==> src/rtl/ddrmon_pkg.sv <==
package ddrmon_pkg;

  typedef enum logic [2:0] {
    CMD_NOP = 3'd0,
    CMD_ACT = 3'd1,
    CMD_RD  = 3'd2,
    CMD_WR  = 3'd3,
    CMD_PRE = 3'd4,
    CMD_REF = 3'd5,
    CMD_MRS = 3'd6,
    CMD_BST = 3'd7
  } cmd_e;

  // Rule codes, lowest value has the highest priority.
  localparam logic [3:0] RULE_NONE = 4'd0;
  localparam logic [3:0] RULE_MRD  = 4'd1;
  localparam logic [3:0] RULE_APL  = 4'd2;
  localparam logic [3:0] RULE_RCD  = 4'd3;
  localparam logic [3:0] RULE_RP   = 4'd4;
  localparam logic [3:0] RULE_RAS  = 4'd5;
  localparam logic [3:0] RULE_RRD  = 4'd6;
  localparam logic [3:0] RULE_WTR  = 4'd7;
  localparam logic [3:0] RULE_MRS  = 4'd8;

  // Round a picosecond figure up to whole clocks.
  function automatic logic [15:0] ceil_clocks(input logic [15:0] ps,
                                               input logic [15:0] tck);
    logic [16:0] sum;
    if (tck == 16'd0) return ps;
    sum = {1'b0, ps} + {1'b0, tck} - 17'd1;
    return 16'(sum / {1'b0, tck});
  endfunction

  // Counter load for "at least n cycles apart": value seen one cycle later.
  function automatic logic [15:0] gap_load(input logic [15:0] n);
    return (n == 16'd0) ? 16'd0 : n - 16'd1;
  endfunction

  function automatic logic [15:0] max16(input logic [15:0] a,
                                         input logic [15:0] b);
    return (a > b) ? a : b;
  endfunction

endpackage

==> src/rtl/ddrmon_decode.sv <==
module ddrmon_decode
  import ddrmon_pkg::*;
(
  input  logic cke,
  input  logic cs_n,
  input  logic ras_n,
  input  logic cas_n,
  input  logic we_n,
  output cmd_e cmd
);
  always_comb begin
    cmd = CMD_NOP;
    if (!cs_n) begin
      unique case ({ras_n, cas_n, we_n})
        3'b011:  cmd = CMD_ACT;
        3'b101:  cmd = CMD_RD;
        3'b100:  cmd = CMD_WR;
        3'b010:  cmd = CMD_PRE;
        3'b001:  cmd = cke ? CMD_REF : CMD_NOP;
        3'b000:  cmd = CMD_MRS;
        3'b110:  cmd = CMD_BST;
        default: cmd = CMD_NOP;
      endcase
    end
  end
endmodule

==> src/rtl/ddrmon_bank.sv <==
module ddrmon_bank
  import ddrmon_pkg::*;
#(
  parameter int CW = 8
) (
  input  logic          clk,
  input  logic          rst_n,
  input  cmd_e          cmd,
  input  logic          sel,
  input  logic          a10,
  input  logic [CW-1:0] t_rcd,
  input  logic [CW-1:0] t_ras,
  input  logic [CW-1:0] t_rp,
  input  logic [CW-1:0] t_wr,
  input  logic [CW-1:0] bl_half,
  output logic          is_open,
  output logic          rcd_busy,
  output logic          ras_busy,
  output logic          rp_busy,
  output logic          lock_busy
);
  logic [CW-1:0] rcd_cnt, ras_cnt, rp_cnt, lock_cnt;

  // Named internal events for the properties.
  logic ev_act, ev_pre, ev_ap, ev_ap_wr;
  logic [15:0] ap_base, ap_len;

  assign ev_act   = (cmd == CMD_ACT) && sel;
  assign ev_pre   = (cmd == CMD_PRE) && (a10 || sel) && is_open;
  assign ev_ap    = (cmd == CMD_RD || cmd == CMD_WR) && sel && a10 && is_open;
  assign ev_ap_wr = ev_ap && (cmd == CMD_WR);

  // Internal precharge starts after the burst (plus recovery for writes),
  // but never before the minimum active time has run out.
  assign ap_base = ev_ap_wr ? 16'(bl_half) + 16'd1 + 16'(t_wr) : 16'(bl_half);
  assign ap_len  = max16(ap_base, 16'(ras_cnt)) + 16'(t_rp);

  always_ff @(posedge clk) begin
    if (!rst_n) begin
      is_open  <= 1'b0;
      rcd_cnt  <= '0;
      ras_cnt  <= '0;
      rp_cnt   <= '0;
      lock_cnt <= '0;
    end else begin
      if (ev_act)                is_open <= 1'b1;
      else if (ev_pre || ev_ap)  is_open <= 1'b0;

      if (ev_act)                rcd_cnt <= CW'(gap_load(16'(t_rcd)));
      else if (rcd_cnt != '0)    rcd_cnt <= rcd_cnt - 1'b1;

      if (ev_act)                ras_cnt <= CW'(gap_load(16'(t_ras)));
      else if (ras_cnt != '0)    ras_cnt <= ras_cnt - 1'b1;

      if (ev_pre)                rp_cnt <= CW'(gap_load(16'(t_rp)));
      else if (rp_cnt != '0)     rp_cnt <= rp_cnt - 1'b1;

      if (ev_act)                lock_cnt <= '0;
      else if (ev_ap)            lock_cnt <= CW'(gap_load(ap_len));
      else if (lock_cnt != '0)   lock_cnt <= lock_cnt - 1'b1;
    end
  end

  assign rcd_busy  = rcd_cnt  != '0;
  assign ras_busy  = ras_cnt  != '0;
  assign rp_busy   = rp_cnt   != '0;
  assign lock_busy = lock_cnt != '0;


  act_opens_bank_chk: assert property (@(posedge clk) disable iff (!rst_n)
    ev_act |=> is_open);


  lock_closed_chk: assert property (@(posedge clk) disable iff (!rst_n)
    lock_busy |-> !is_open);


  lock_countdown_chk: assert property (@(posedge clk) disable iff (!rst_n)
    ($past(lock_cnt) != '0 && !$past(ev_act) && !$past(ev_ap))
      |-> (lock_cnt == $past(lock_cnt) - 1'b1));


  rp_countdown_chk: assert property (@(posedge clk) disable iff (!rst_n)
    ($past(rp_cnt) != '0 && !$past(ev_pre)) |-> (rp_cnt == $past(rp_cnt) - 1'b1));

endmodule

==> src/rtl/ddr_cmd_timing_mon.sv <==
module ddr_cmd_timing_mon
  import ddrmon_pkg::*;
#(
  parameter int NBANK = 4,
  parameter int CW    = 8,
  parameter int PSW   = 16,
  localparam int BAW  = $clog2(NBANK)
) (
  input  logic           clk,
  input  logic           rst_n,
  input  logic           cke,
  input  logic           cs_n,
  input  logic           ras_n,
  input  logic           cas_n,
  input  logic           we_n,
  input  logic [BAW-1:0] ba,
  input  logic           a10,
  input  logic [CW-1:0]  cfg_trcd,
  input  logic [CW-1:0]  cfg_tras,
  input  logic [CW-1:0]  cfg_trrd,
  input  logic [CW-1:0]  cfg_twtr,
  input  logic [CW-1:0]  cfg_tmrd,
  input  logic [CW-1:0]  cfg_bl,
  input  logic [PSW-1:0] cfg_twr_ps,
  input  logic [PSW-1:0] cfg_trp_ps,
  input  logic [PSW-1:0] cfg_tck_ps,
  output logic           viol_vld,
  output logic [3:0]     viol_code,
  output logic [BAW-1:0] viol_bank,
  output logic           proto_err,
  output logic [BAW-1:0] proto_bank
);
  cmd_e cmd;

  ddrmon_decode u_dec (
    .cke(cke), .cs_n(cs_n), .ras_n(ras_n), .cas_n(cas_n), .we_n(we_n), .cmd(cmd)
  );

  // Configuration captured during reset.
  logic [CW-1:0] trcd_q, tras_q, trrd_q, twtr_q, tmrd_q, blh_q, twr_q, trp_q;

  always_ff @(posedge clk) begin
    if (!rst_n) begin
      trcd_q <= cfg_trcd;
      tras_q <= cfg_tras;
      trrd_q <= cfg_trrd;
      twtr_q <= cfg_twtr;
      tmrd_q <= cfg_tmrd;
      blh_q  <= cfg_bl >> 1;
      twr_q  <= CW'(ceil_clocks(16'(cfg_twr_ps), 16'(cfg_tck_ps)));
      trp_q  <= CW'(ceil_clocks(16'(cfg_trp_ps), 16'(cfg_tck_ps)));
    end
  end

  logic [NBANK-1:0] b_open, b_rcd, b_ras, b_rp, b_lock;

  for (genvar gi = 0; gi < NBANK; gi++) begin : g_bank
    ddrmon_bank #(.CW(CW)) u_bank (
      .clk(clk), .rst_n(rst_n), .cmd(cmd), .sel(ba == BAW'(gi)), .a10(a10),
      .t_rcd(trcd_q), .t_ras(tras_q), .t_rp(trp_q), .t_wr(twr_q), .bl_half(blh_q),
      .is_open(b_open[gi]), .rcd_busy(b_rcd[gi]), .ras_busy(b_ras[gi]),
      .rp_busy(b_rp[gi]), .lock_busy(b_lock[gi])
    );
  end

  // Global spacing counters.
  logic [CW-1:0] rrd_cnt, wtr_cnt, mrd_cnt;

  always_ff @(posedge clk) begin
    if (!rst_n) begin
      rrd_cnt <= '0;
      wtr_cnt <= '0;
      mrd_cnt <= '0;
    end else begin
      if (cmd == CMD_ACT)       rrd_cnt <= CW'(gap_load(16'(trrd_q)));
      else if (rrd_cnt != '0)   rrd_cnt <= rrd_cnt - 1'b1;
      if (cmd == CMD_WR)        wtr_cnt <= CW'(gap_load(16'(blh_q) + 16'(twtr_q)));
      else if (wtr_cnt != '0)   wtr_cnt <= wtr_cnt - 1'b1;
      if (cmd == CMD_MRS)       mrd_cnt <= CW'(gap_load(16'(tmrd_q)));
      else if (mrd_cnt != '0)   mrd_cnt <= mrd_cnt - 1'b1;
    end
  end

  // Rule flags for the sampled command.
  logic is_col, pre_one, pre_all;
  logic f_mrd, f_apl, f_rcd, f_rp, f_ras, f_rrd, f_wtr, f_mrs, f_proto;
  logic [NBANK-1:0] ras_hits;
  logic [BAW-1:0]   ras_low;

  assign is_col  = (cmd == CMD_RD) || (cmd == CMD_WR);
  assign pre_one = (cmd == CMD_PRE) && !a10;
  assign pre_all = (cmd == CMD_PRE) && a10;

  assign ras_hits = pre_all ? (b_open & b_ras)
                  : (pre_one ? ((b_open & b_ras) & (NBANK'(1) << ba)) : '0);

  always_comb begin
    ras_low = '0;
    for (int i = NBANK - 1; i >= 0; i--)
      if (ras_hits[i]) ras_low = BAW'(i);
  end

  assign f_mrd   = (cmd != CMD_NOP) && (mrd_cnt != '0);
  assign f_apl   = (cmd == CMD_ACT || is_col || pre_one) && b_lock[ba];
  assign f_rcd   = is_col && b_open[ba] && b_rcd[ba];
  assign f_rp    = (cmd == CMD_ACT) && b_rp[ba];
  assign f_ras   = |ras_hits;
  assign f_rrd   = (cmd == CMD_ACT) && (rrd_cnt != '0);
  assign f_wtr   = (cmd == CMD_RD) && (wtr_cnt != '0);
  assign f_mrs   = (cmd == CMD_MRS) && (|b_open || |b_rp || |b_lock);
  assign f_proto = is_col && !b_open[ba];

  logic [3:0] code_d;
  always_comb begin
    if      (f_mrd) code_d = RULE_MRD;
    else if (f_apl) code_d = RULE_APL;
    else if (f_rcd) code_d = RULE_RCD;
    else if (f_rp)  code_d = RULE_RP;
    else if (f_ras) code_d = RULE_RAS;
    else if (f_rrd) code_d = RULE_RRD;
    else if (f_wtr) code_d = RULE_WTR;
    else if (f_mrs) code_d = RULE_MRS;
    else            code_d = RULE_NONE;
  end

  always_ff @(posedge clk) begin
    if (!rst_n) begin
      viol_vld   <= 1'b0;
      viol_code  <= RULE_NONE;
      viol_bank  <= '0;
      proto_err  <= 1'b0;
      proto_bank <= '0;
    end else begin
      viol_vld   <= code_d != RULE_NONE;
      viol_code  <= code_d;
      viol_bank  <= (code_d == RULE_RAS) ? ras_low : ba;
      proto_err  <= f_proto;
      proto_bank <= ba;
    end
  end


  viol_after_cmd_chk: assert property (@(posedge clk) disable iff (!rst_n)
    viol_vld |-> $past(cmd != CMD_NOP));


  proto_after_col_chk: assert property (@(posedge clk) disable iff (!rst_n)
    proto_err |-> $past(is_col));


  mrd_countdown_chk: assert property (@(posedge clk) disable iff (!rst_n)
    ($past(mrd_cnt) != '0 && $past(cmd) != CMD_MRS) |-> (mrd_cnt == $past(mrd_cnt) - 1'b1));


  code_pulse_chk: assert property (@(posedge clk) disable iff (!rst_n)
    viol_vld |=> (!viol_vld || $past(cmd) != CMD_NOP));

endmodule

==> config.mk <==
export PLATFORM = sky130hd
export DESIGN_NAME = ddr_cmd_timing_mon
export DESIGN_NICKNAME = d
export VERILOG_FILES = /design/src/rtl/ddrmon_pkg.sv /design/src/rtl/ddrmon_decode.sv /design/src/rtl/ddrmon_bank.sv /design/src/rtl/ddr_cmd_timing_mon.sv
export SDC_FILE = /design/constraint.sdc
export NUM_CORES = 2
export LEC_CHECK = 0
export BUFFER_PORTS_ARGS = -buffer_cell sky130_fd_sc_hd__buf_2
export CAP_MARGIN = 20
export CORE_UTILIZATION = 60
export CTS_CLUSTER_DIAMETER = 30
export CTS_CLUSTER_SIZE = 12
export DETAILED_ROUTE_END_ITERATION = 12
export HOLD_SLACK_MARGIN = 0.03
export PLACE_DENSITY = 0.84
export SYNTH_ARGS = -nofsm -noshare
export SYNTH_HDL_FRONTEND = slang
export SYNTH_SLANG_ARGS = --single-unit
export TNS_END_PERCENT = 10
==> constraint.sdc <==
create_clock -name clk -period 55.8 [get_ports clk]
set_clock_uncertainty 0.05 [all_clocks]
set_input_delay 8.37 -clock clk [delete_from_list [all_inputs] [get_ports clk]]
set_output_delay 8.37 -clock clk [all_outputs]
set_load 0.05 [all_outputs]
==> impl_metrics.yaml <==
timing:
  tns_ns: 0
  fin_ws_ns: 11.97
  setup_violations: 0
  period_needed_ns: 43.83
  hold_ws_ns: 0.482
  min_period_over_period_pct: 78.5
  worstMarginPinSlew_ns: 1.17
  grt_setup_unrepaired: "no"
  hold_violations: 0
  slew_violations: 0
  relSlewSlack_pct: 22.2
  clock.fmax_mhz: 22.8
power_and_ir_drop:
  power_frac_clock_pct: 12.7
  power_density_nw_per_um2: 55.3
  p_seq_share_pct: 14.3
  ir_worst_vdd_v: 0.0000385
  sw_frac_of_total_pct: 48.1
  intPower_mw: 1.02
  p_sw_mw: 0.949
  p_leak_nw: 16.0
  pwr-share-comb_pct: 73.1
synthesis:
  ys_types: 93
  syn-mean-instance-area_um2: 7.53
  synth_ff_type: "dfxtp_1"
  ys_warn_count: 0
  async_flop_share_pct: 0
  syn-num-nets: 4975
  synth.yosys.seq_area_share_pct: 15.9
  synth-edff-count: 63
  netlist_instances: 4365
  ys_seq_elements: 229
  syn-cell-area_um2: 32900
clock_tree:
  ctsResizeCount: 0
  holdBufCountCts: 0
  path_clk_slew_ns: 0.06
  cts_tree: "done"
  cts_setup_buffers: 0
  cts_buffer_depth: 3
  h-tree-depth: 2
  clock-root-buffer: "clkbuf_16"
  clock_sinks: 229
  cts_buffers: 39
  clock_latency_ns: 0.55
route:
  vias: 32576
  via_per_inst: 6.28
  drtPass1Iterations: 6
  finalWirelength_mm: 92.2
  drc_errors: 0
  routedWlPerCell_um: 17.8
  antenna_left: 0
  first_iter_violations: 2616
grt:
  antenna_found_initial: 4
  grt_pass1_wl_mm: 150
  grt_pass1_vias: 30874
  grt_overflow: 0
  grt_max_degree: 95
  grtUsageTotal_pct: 32.3
setup_path:
  crit_path_max_fanout: 27
  cp-end-kind: "register"
  critPathArrivalTime_ns: 44.02
  reg2reg_from: "blh_q[1]"
  r2r_slack_ns: 47.85
  start_kind: "primary input"
  timing.critical_path.mode_cell: "ha_1"
  critPathKind: "in2reg"
  slowest_stage: "a2111oi_0"
  rr_endpoint: "g_bank[0].u_bank.lock_cnt[7]"
  cp.required_ns: 56.00
  crit_path_max_incr_delay_ns: 0.89
  worst-r2r-cell-count: 31
place:
  io_buffers: 114
  dp.cells: 5115
  place.gp.congestion: 0.955
  hpwl_mm: 70.0
  post-place-ws_ns: 12.36
run:
  cap_violations: 0
status:
  status: "finished, final reports clean"
hold_path:
  hold_path.class: "reg2reg"
  min_from: "g_bank[3].u_bank.rp_cnt[6]"
  min_path_cells: 2
  min_to: "g_bank[3].u_bank.rp_cnt[6]"
die:
  core_area_um2: 54000
  die_h_um: 236
  rows: 85
  fp.dieArea_um2: 55700
  dieWidth_um: 236
  num_io_pins: 116
  initial_utilization_pct: 60.9
final_layout:
  area_growth_pct: 8.38
  drive_above_1_share_pct: 8.86
  insertedDiodeCount: 0
  nets: 5071
  stdcell_count: 5188
[cells in the mapped netlist, types with 28 or more instances]
| cell | n | area share (%) |
|---|---|---|
| nor4_1 | 33 | 0.63 |
| and3_1 | 41 | 0.78 |
| o21ai_0 | 199 | 3.0 |
| clkbuf_1 | 91 | 1.0 |
| a211oi_1 | 80 | 1.8 |
| or3_1 | 45 | 0.86 |
| xnor2_1 | 222 | 5.9 |
| mux2i_1 | 41 | 1.2 |
| inv_1 | 308 | 3.5 |
| nor2b_1 | 41 | 0.78 |
| edfxtp_1 | 63 | 5.8 |
| ha_1 | 496 | 19 |
| a31oi_1 | 41 | 0.78 |
| nand4_1 | 48 | 0.91 |
| nand2b_1 | 44 | 0.84 |
| a21o_1 | 93 | 2.1 |
| nor2_1 | 527 | 6.0 |
| dfxtp_1 | 166 | 10 |
| nand3_1 | 101 | 1.5 |
| xor2_1 | 144 | 3.8 |
| a21oi_1 | 339 | 5.2 |
| o21bai_1 | 28 | 0.64 |
| and2_1 | 32 | 0.61 |
| nor3_1 | 162 | 2.5 |
| nand2_1 | 346 | 4.0 |
| o31ai_1 | 29 | 0.66 |
| o211ai_1 | 53 | 1.2 |
| mux2_2 | 92 | 3.2 |
| o21a_1 | 100 | 2.3 |
[worst max-delay path, delay by kind of cell]
kind / cells / cell delay, ns
AOI/OAI and AO/OA: 78 / 21.29
adders and majority gates: 19 / 5.81
buffers and inverters: 9 / 1.85
muxes: 5 / 1.79
and+or+nand+nor: 28 / 4.86
[layout make-up]
cell class	instances	area, µm²
Multi-Input combinational cell	3724	26100
Inverter	308	1160
Clock inverter	29	357
Clock buffer	43	1000
Fill cell	4559	18400
Timing Repair Buffer	159	908
Sequential cell	229	5220
Tap cell	696	871
[power groups by stage]
stage	Combinational, mW	Clock (mW)	Sequential, mW
2_1_floorplan	1.14	0	0.269
3_3_place_gp	1.36	0	0.280
3_5_place_dp	1.40	0	0.281
4_1_cts	1.42	0.251	0.279
5_1_grt	1.61	0.258	0.288
6_report	1.44	0.250	0.281
[worst max-delay path by stage]
stage                  startpoint  endpoint  slack (ns)  cells after the start
CTS                 cfg_tck_ps[8]  twr_q[0]       12.79                    131
global placement    cfg_tck_ps[8]  trp_q[0]       12.93                    140
finish              cfg_tck_ps[8]  trp_q[0]       11.97                    139
floorplan           cfg_tck_ps[1]  twr_q[0]       16.43                    146
detailed placement  cfg_tck_ps[8]  twr_q[0]       12.36                    131
global route        cfg_tck_ps[8]  trp_q[0]        9.40                    141
[through the flow]
stage	power [mW]	utilization, %	instance area [µm²]
4_1_cts	1.95	65.9	35600
2_1_floorplan	1.41	-	32900
5_1_grt	2.16	66.0	35600
6_report	1.97	66.0	35600
3_5_place_dp	1.68	63.4	34300
3_3_place_gp	1.64	63.4	34300
[sequential cells by signal, indices dropped and copies added (netlist names), 32 cells and up]
| register | cells |
|---|---|
| g_bank.u_bank.lock_cnt | 32 |
| g_bank.u_bank.ras_cnt | 32 |
| g_bank.u_bank.rcd_cnt | 32 |
| g_bank.u_bank.rp_cnt | 32 |
[per-layer routing]
layer,GRT usage (%),part of all wire (%)
met5,0,0.059
met4,17.5,5.2
met1,38.0,41
met3,4.63,6.8
met2,56.4,47
[cell families after synthesis]
logic type,Yosys count,share of synthesized area (%)
AND/OR/NAND/NOR,1530,22.0
AO/OA/AOI/OAI,1185,23.5
adder cells (fa/ha/maj),504,19.4
buffers and inverters,412,4.76
XOR/XNOR,366,9.75
flip-flops,229,15.9
multiplexers,139,4.74
[placed cells by master (no fill, tap or decap), drive strengths merged, types with 13 or more instances in the layout]
master,netlist,routed
xor2,144,144
edfxtp,63,63
nand4,48,48
a21boi,18,18
nand3,101,101
o31ai,32,32
nand2,346,346
clkbuf,91,43
a211o,14,14
or3,45,45
or2,26,26
o22ai,13,13
buf,13,159
and2,33,33
o22a,19,19
inv,308,322
nor2b,41,41
a211oi,81,81
a31oi,41,41
ha,496,496
o21ai,214,214
nand2b,44,44
nor3,163,163
nor4,33,33
dfxtp,166,166
or4,23,23
and3,41,41
o21a,100,100
xnor2,222,222
mux2,95,95
o211ai,53,53
mux2i,41,41
a22oi,27,27
nor2,528,528
a21oi,339,339
o21bai,28,28
a21o,93,93
(Power assumes the default switching activity.)
